## config.mk

```make
export PLATFORM = sky130hd
export DESIGN_NAME = frag_adder
export DESIGN_NICKNAME = d
export VERILOG_FILES = /design/src/rtl/frag_adder_pkg.sv /design/src/rtl/frag_adder_ctrl.sv /design/src/rtl/frag_adder_dp.sv /design/src/rtl/frag_adder.sv
export SDC_FILE = /design/constraint.sdc
export NUM_CORES = 1
export LEC_CHECK = 0
export BUFFER_PORTS_ARGS = -buffer_cell sky130_fd_sc_hd__clkbuf_2
export CORE_ASPECT_RATIO = 1.5
export CORE_MARGIN = 2
export CORE_UTILIZATION = 23
export DETAILED_ROUTE_END_ITERATION = 12
export REMOVE_ABC_BUFFERS = 1
export SETUP_SLACK_MARGIN = 0.1
export SLEW_MARGIN = 10
export SYNTH_ARGS = -nofsm -noshare
export SYNTH_HDL_FRONTEND = slang
export SYNTH_SLANG_ARGS = --single-unit
```

## constraint.sdc

```tcl
create_clock -name clk -period 4.8 [get_ports clk]
set_input_delay 0.96 -clock clk [delete_from_list [all_inputs] [get_ports clk]]
set_output_delay 0.96 -clock clk [all_outputs]
set_load 0.05 [all_outputs]
```

## src/rtl/frag_adder_pkg.sv

```systemverilog
package frag_adder_pkg;
  typedef struct packed {
    logic runLow;
    logic runHigh;
  } fragStrobe_t;
endpackage

```

## src/rtl/frag_adder_ctrl.sv

```systemverilog
module frag_adder_ctrl
  import frag_adder_pkg::*;
(
  input  logic        clk,
  input  logic        rstN,
  input  logic        lowReq,
  input  logic        highReq,
  output fragStrobe_t strb
);
  logic pending;

  always_comb begin
    strb.runLow  = lowReq;
    strb.runHigh = highReq & pending & ~lowReq;
  end

  always_ff @(posedge clk or negedge rstN) begin
    if (!rstN)             pending <= 1'b0;
    else if (strb.runLow)  pending <= 1'b1;
    else if (strb.runHigh) pending <= 1'b0;
  end

  assert_high_needs_pending_R6: assert property (@(posedge clk) disable iff (!rstN)
    strb.runHigh |-> pending);
  assert_low_wins_R8: assert property (@(posedge clk) disable iff (!rstN)
    lowReq |-> !strb.runHigh);
endmodule

```

## src/rtl/frag_adder_dp.sv

```systemverilog
module frag_adder_dp
  import frag_adder_pkg::*;
#(
  parameter int FRAG_W = 12,
  localparam int FULL_W = 2 * FRAG_W
) (
  input  logic              clk,
  input  logic              rstN,
  input  fragStrobe_t       strb,
  input  logic [FULL_W-1:0] opA,
  input  logic [FULL_W-1:0] opB,
  output logic [FRAG_W-1:0] sumLo,
  output logic              loValid,
  output logic [FRAG_W-1:0] sumHi,
  output logic              hiValid,
  output logic              carryOut,
  output logic              carryHeld
);
  logic [FRAG_W-1:0] hiA, hiB, loReg, hiReg;
  logic              carryReg, loDone, hiDone, coutReg;
  logic [FRAG_W-1:0] aIn, bIn;
  logic              cIn;
  logic [FRAG_W:0]   addRes;

  // shared fragment adder
  always_comb begin
    aIn    = strb.runHigh ? hiA : opA[FRAG_W-1:0];
    bIn    = strb.runHigh ? hiB : opB[FRAG_W-1:0];
    cIn    = strb.runHigh ? carryReg : 1'b0;
    addRes = {1'b0, aIn} + {1'b0, bIn} + {{FRAG_W{1'b0}}, cIn};
  end

  always_ff @(posedge clk or negedge rstN) begin
    if (!rstN) begin
      hiA      <= '0;
      hiB      <= '0;
      carryReg <= 1'b0;
      loReg    <= '0;
      loDone   <= 1'b0;
      hiReg    <= '0;
      hiDone   <= 1'b0;
      coutReg  <= 1'b0;
    end else if (strb.runLow) begin
      hiA      <= opA[FULL_W-1:FRAG_W];
      hiB      <= opB[FULL_W-1:FRAG_W];
      carryReg <= addRes[FRAG_W];
      loReg    <= addRes[FRAG_W-1:0];
      loDone   <= 1'b1;
      hiDone   <= 1'b0;
      coutReg  <= 1'b0;
    end else if (strb.runHigh) begin
      hiReg    <= addRes[FRAG_W-1:0];
      coutReg  <= addRes[FRAG_W];
      hiDone   <= 1'b1;
    end
  end

  always_comb begin
    sumLo     = strb.runLow ? addRes[FRAG_W-1:0] : loReg;
    loValid   = strb.runLow | loDone;
    sumHi     = hiReg;
    hiValid   = hiDone;
    carryOut  = coutReg;
    carryHeld = carryReg;
  end

  assert_low_same_cycle_R1: assert property (@(posedge clk) disable iff (!rstN)
    strb.runLow |-> (loValid && sumLo == FRAG_W'(opA[FRAG_W-1:0] + opB[FRAG_W-1:0])));
  assert_hold_idle_R5: assert property (@(posedge clk) disable iff (!rstN)
    (!strb.runLow && !strb.runHigh) |=> ($stable(carryHeld) && $stable(hiA) && $stable(hiB)
                                         && $stable(sumHi) && $stable(hiValid)));
  assert_clear_on_low_R7: assert property (@(posedge clk) disable iff (!rstN)
    strb.runLow |=> (!hiValid && !carryOut && loValid));
  assert_high_result_R3: assert property (@(posedge clk) disable iff (!rstN)
    $rose(hiValid) |-> $past(strb.runHigh));
endmodule

```

## src/rtl/frag_adder.sv

```systemverilog
module frag_adder
  import frag_adder_pkg::*;
#(
  parameter int FRAG_W = 12,
  localparam int FULL_W = 2 * FRAG_W
) (
  input  logic              clk,
  input  logic              rstN,
  input  logic [FULL_W-1:0] opA,
  input  logic [FULL_W-1:0] opB,
  input  logic              lowReq,
  input  logic              highReq,
  output logic [FRAG_W-1:0] sumLo,
  output logic              loValid,
  output logic [FRAG_W-1:0] sumHi,
  output logic              hiValid,
  output logic              carryOut,
  output logic              carryHeld
);
  fragStrobe_t strb;

  frag_adder_ctrl u_ctrl (
    .clk(clk), .rstN(rstN), .lowReq(lowReq), .highReq(highReq), .strb(strb)
  );

  frag_adder_dp #(.FRAG_W(FRAG_W)) u_dp (
    .clk(clk), .rstN(rstN), .strb(strb), .opA(opA), .opB(opB),
    .sumLo(sumLo), .loValid(loValid), .sumHi(sumHi), .hiValid(hiValid),
    .carryOut(carryOut), .carryHeld(carryHeld)
  );
endmodule

```

# Yosys cells after proc, flatten, opt, wreduce, memory -nomap -nowiden

Index checks and enable logic that the tools add are counted.

Memories: 0
Output and inout bits: 28
Logic and storage cells: 27
Bits in latches: 0
RAM bits: 0
Flip-flop bits (word level): 53
Bits in read-only memories: 0

Muxes and demuxes: 10
Magnitude comparators: 0
Reduce and logical (&&, ||, !) cells: 2
Shift operators: 0
Bitwise logic cells: 4
Divide/modulo/power cells: 0
Eq/ne operators: 0
Add/subtract/negate cells: 2
Multipliers: 0

Operators by type and width:

| cell               | count |
|---|---|
| $mux W12           | 3 |
| $add A12 B12 Y13   | 1 |
| $add A13 B1 Y13    | 1 |
| $mux W1            | 7 |
| $and A1 B1 Y1      | 2 |
| $reduce_and A2 Y1  | 1 |
| $reduce_bool A2 Y1 | 1 |
| $not A1 Y1         | 1 |
| $or A1 B1 Y1       | 1 |

# Logic depth before layout (Yosys ltp)

Word-level depth: 7
Depth in mapped cells: 15

# Hierarchy

From an unflattened synthesis, not the netlist that was laid out.

Cells, all modules: 236
Area, all modules: 2820.2 µm²

Modules (own cells, without submodules):

| module          | seq. area each (µm²) | times used | area each (µm²) | cells each |
|---|---|---|---|---|
| frag_adder_dp   | 1301.2               | 1          | 2768.9          | 230 |
| frag_adder_ctrl | 25.0                 | 1          | 51.3            | 6 |

# Worst setup path after synthesis

No wires, ideal clock.

Path type: in2out
Start: input lowReq
End: output sumLo[11]
Buffers on the path: 4
Setup slack: 32 ps
Data arrival time: 3808 ps
Stages: 13
Cell sequence: buf_2 > inv_2 > and3_1 > buf_2 > buf_2 > buf_2 > nand2_1 > fa_1 > nand2b_1 > a211o_1 > a211oi_4 > nor3_1 > or3_1

Word-level cells in the longest chain between the ends: 6
Elaborated cells on any way between the ends: 8
Classes of those cells: add/sub: 2; mux: 4; bitwise: 2

Ends and longest elaborated chain:

| item                               | line                                     | text |
|---|---|---|
| start, declared                    | frag_adder.sv:11                         | `input logic lowReq,` |
| $not A1 Y1 (no source line)        | -                                        |  |
| $and A1 B1 Y1                      | frag_adder_ctrl.sv:14                    | `strb.runHigh = highReq & pending & ~lowReq;` |
| $mux W12, on equally long branches | frag_adder_dp.sv:27, frag_adder_dp.sv:28 |  |
| $add A12 B12 Y13                   | frag_adder_dp.sv:30                      | `addRes = {1'b0, aIn} + {1'b0, bIn} + {{FRAG_W{1'b0}}, cIn};` |
| $add A13 B1 Y13                    | frag_adder_dp.sv:30                      |  |
| $mux W12 (*)                       | frag_adder_dp.sv:59                      | `sumLo = strb.runLow ? addRes[FRAG_W-1:0] : loReg;` |
| end, declared                      | frag_adder.sv:13                         | `output logic [FRAG_W-1:0] sumLo,` |

Mark *: on every way between the ends. The rest lies on a longest branch, timed or not.

# Worst setup path in the final report

Same ends and word-level chain as after synthesis.

==> impl_results.md <==
* Status: completed
* Die Y-Extent at 141 microns
* Post-route setup TNS at 0 ps
* Clock root buffer: clkbuf_16
* Number of flops mapped to enable cells by yosys at 0
* Diodes inserted at 0
* Clock skew at 8.25 ps
* Fin. Hold Viols at 0
* Worst path top cell family by delay: simple AND/OR/NAND/NOR gates
* Vias in the first global route at 2,527
* Post-Synthesis Cells at 289
* DRC at 0
* PwrDens at 469 mW/mm^2
* Post-Route WL at 7850 microns
* Max_cap viols at 0
* DRT antenna net count at 0
* GPL Wtd Cong at 0.712
* Crit Path Class: in2out
* Vias at 2,341
* RSZ-0062 raised after global routing: no
* Crit path time final at 4530 ps
* Peak VDD IR at 0.154 mV
* Largest fanout on the critical path at 19
* Starting Density at 23.3%
* Dpl hpwl at 6100 microns
* Fillers at 1,266
* Pin count of the biggest net entering global routing at 54
* Overflow after GRT at 0
* Tightest Pin Transition at 692 ps
* Synth warn at 0
* Drt first pass iters at 4
* Crit path DAT at 3570 ps
* Clock Pin Slew Worst Setup and Hold Paths at 60 ps
* Post-synth cell types at 44
* Worst-Skew Late Latency at 300 ps
* Uppermost layer routed: met4
* IO Count at 80
* Slew headroom at 53.9%
* Multi-input combinational cell area at 0.00149 sq mm
* Bufs and invs on worst path at 4
* Ranking of synthesized cells by area: dfrtp_1 (46%), mux2_2 (15%), nand2_1 (11%)
* #FFs+latches synth at 53
* Slowest stage delay, CP at 390 ps
* CTS tree: done
* DR iter-0 viols at 83
* Top cell type's share of synthesized area at 46.1%
* Fin crit share at 94.3%
* Met2 Wirelength at 4190 microns
* Chip width at 95.3 microns
* Register area share after synthesis at 46.1%
* Inserted Clock Buffers at 5
* Placement Rows at 50
* H-tree depth at 2
* CTS max path bufs at 2
* Yosys top cell by area: dfrtp_1
* # setup viols final at 0
* CP max stage cell: a211oi_4
* Core area at 0.0123 sq mm
* Layout cell share with drive strength beyond 1 at 39.9%
* Async set or reset register ratio after synthesis at 100%
* FF+latch area at 0.00133 sq mm
* Global-route wire length before repair at 12,500 microns
* GRT Overall Usage at 12.1%
* Worst Setup End Kind: output pin
* Vias per cell at 4.44
* Hold_ws at 454 ps
* Antenna violations before repair at 0
* Metal-1 WL at 2900 microns
* Port Buf Inserts at 79
* Fin. max-slew vios at 0
* Syn Area/Cell at 9.95 sq um
* Layout area overhead at 31.7%
* Worst-path cell chain: clkbuf_2 -> inv_4 -> and3_4 -> buf_12 -> nand2_1 -> fa_1 -> nand2b_1 -> a211o_1 -> a211oi_4 -> nor3_1 -> or3_1 -> clkbuf_4
* Peak Freq at 221 MHz
* Die area at 0.0134 sq mm
* Mapped Area at 0.00288 sq mm
* WL/cell at 14.9 microns
* Static Leakage at 1.80 nW
* Hold/Removal Path Class: reg2reg
* Met3 wire length at 502 microns
* Fin nets at 435
* WP data required at 3840 ps
* Clk sink count at 53
* Startpoint type of the worst setup path: input port
* Ys flop type: dfrtp_1
* Post-CTS Hold Fix Bufs at 0
[placed cells by master (no fill, tap or decap), types with 2 or more instances in the layout]
master	instances
a21oi_2	3
mux2_2	39
clkbuf_16	5
a21oi_1	13
fa_1	2
inv_1	5
xnor2_1	7
nand3_1	4
or2_2	2
nand2b_1	2
clkbuf_2	70
dfrtp_1	53
o211ai_1	2
buf_12	9
clkinv_2	2
nor4b_1	2
a211oi_1	2
or3_1	2
nor3_1	2
ha_1	11
a211oi_4	2
nand2_1	82
nor2_1	9
buf_4	9
o21ai_0	6
[per-layer routing]
layer  global-route usage (%)  up-vias
met5                        0        -
met3                     2.94       15
met2                     21.5       70
li1                         -     1150
met4                     5.87        0
met1                     13.1     1106
[layout make-up]
type | count | area share, %
Multi-Input combinational cell | 215 | 39.4
Clock buffer | 5 | 3.30
Inverter | 6 | 0.661
Tap cell | 156 | 5.15
Clock inverter | 3 | 0.463
Timing Repair Buffer | 89 | 16.0
Sequential cell | 53 | 35.0
[report_power, final]
group	leakage, nW	internal [mW]	switching [mW]
clock	0.0696	0.192	0.166
sequential	0.622	0.547	0.0490
combinational	1.11	0.300	0.523
[timing repair]
item,CTS,global route
resized for setup,0,11
setup buffers,0,2
endpoints found under the setup margin,0,5
[worst paths after layout]
check / start / to / slack [ps] / cells past startpoint
max in group asynchronous: rstN / u_dp.loDone / 3540 / 2
hold reg to reg: u_dp.loDone / u_dp.loDone / 450 / 1
setup reg to reg: u_ctrl.pending / u_dp.loReg[11] / 2030 / 9
min in group asynchronous: rstN / u_dp.hiValid / 790 / 2
hold / removal: u_dp.loDone / u_dp.loDone / 450 / 1
setup / recovery: lowReq / sumLo[11] / 270 / 12
[logic make-up after synthesis]
group	share of synthesized area (%)
fa+ha+maj	6.18
mux	16.0
flops	46.1
simple gates	16.4
xor+xnor	2.44
buf+inv	3.00
compound gates	9.87
[registers in the layout (all words and copies together) (netlist names)]
name            cells
u_dp.carryHeld      1
u_dp.loReg         12
u_dp.sumHi         12
u_dp.hiValid        1
u_dp.hiA           12
u_dp.carryOut       1
u_ctrl.pending      1
u_dp.hiB           12
u_dp.loDone         1
[through the flow]
stage | cells | instance area [sq um] | setup slack (ps) | utilization, % | power, mW
6_report | 527 | 3790 | 274 | 30.7 | 1.78
5_1_grt | 527 | 3790 | 114 | 30.7 | 1.88
4_1_cts | 525 | 3740 | 112 | 30.3 | 1.79
3_5_place_dp | 517 | 3600 | 127 | 29.2 | 1.43
3_3_place_gp | 517 | 3600 | 202 | 29.2 | 1.42
2_1_floorplan | 274 | 2810 | -59.0 | - | 1.13
[cell usage after synthesis (2+ instances only)]
cell type and number:
or2_2 2, nand2b_1 2, o21ai_0 7, fa_1 2, or3_1 2, nor4b_1 2
o211ai_1 2, and3_1 2, buf_2 6, mux2i_1 2, dfrtp_1 53, mux2_2 39
nand3_1 5, nor2_1 9, xnor2_1 7, nor3_1 2, inv_1 5, a211oi_1 2
clkbuf_1 4, a21oi_1 15, buf_1 5, ha_1 11, nand2_1 82
Power figures use the tool's default switching activity.
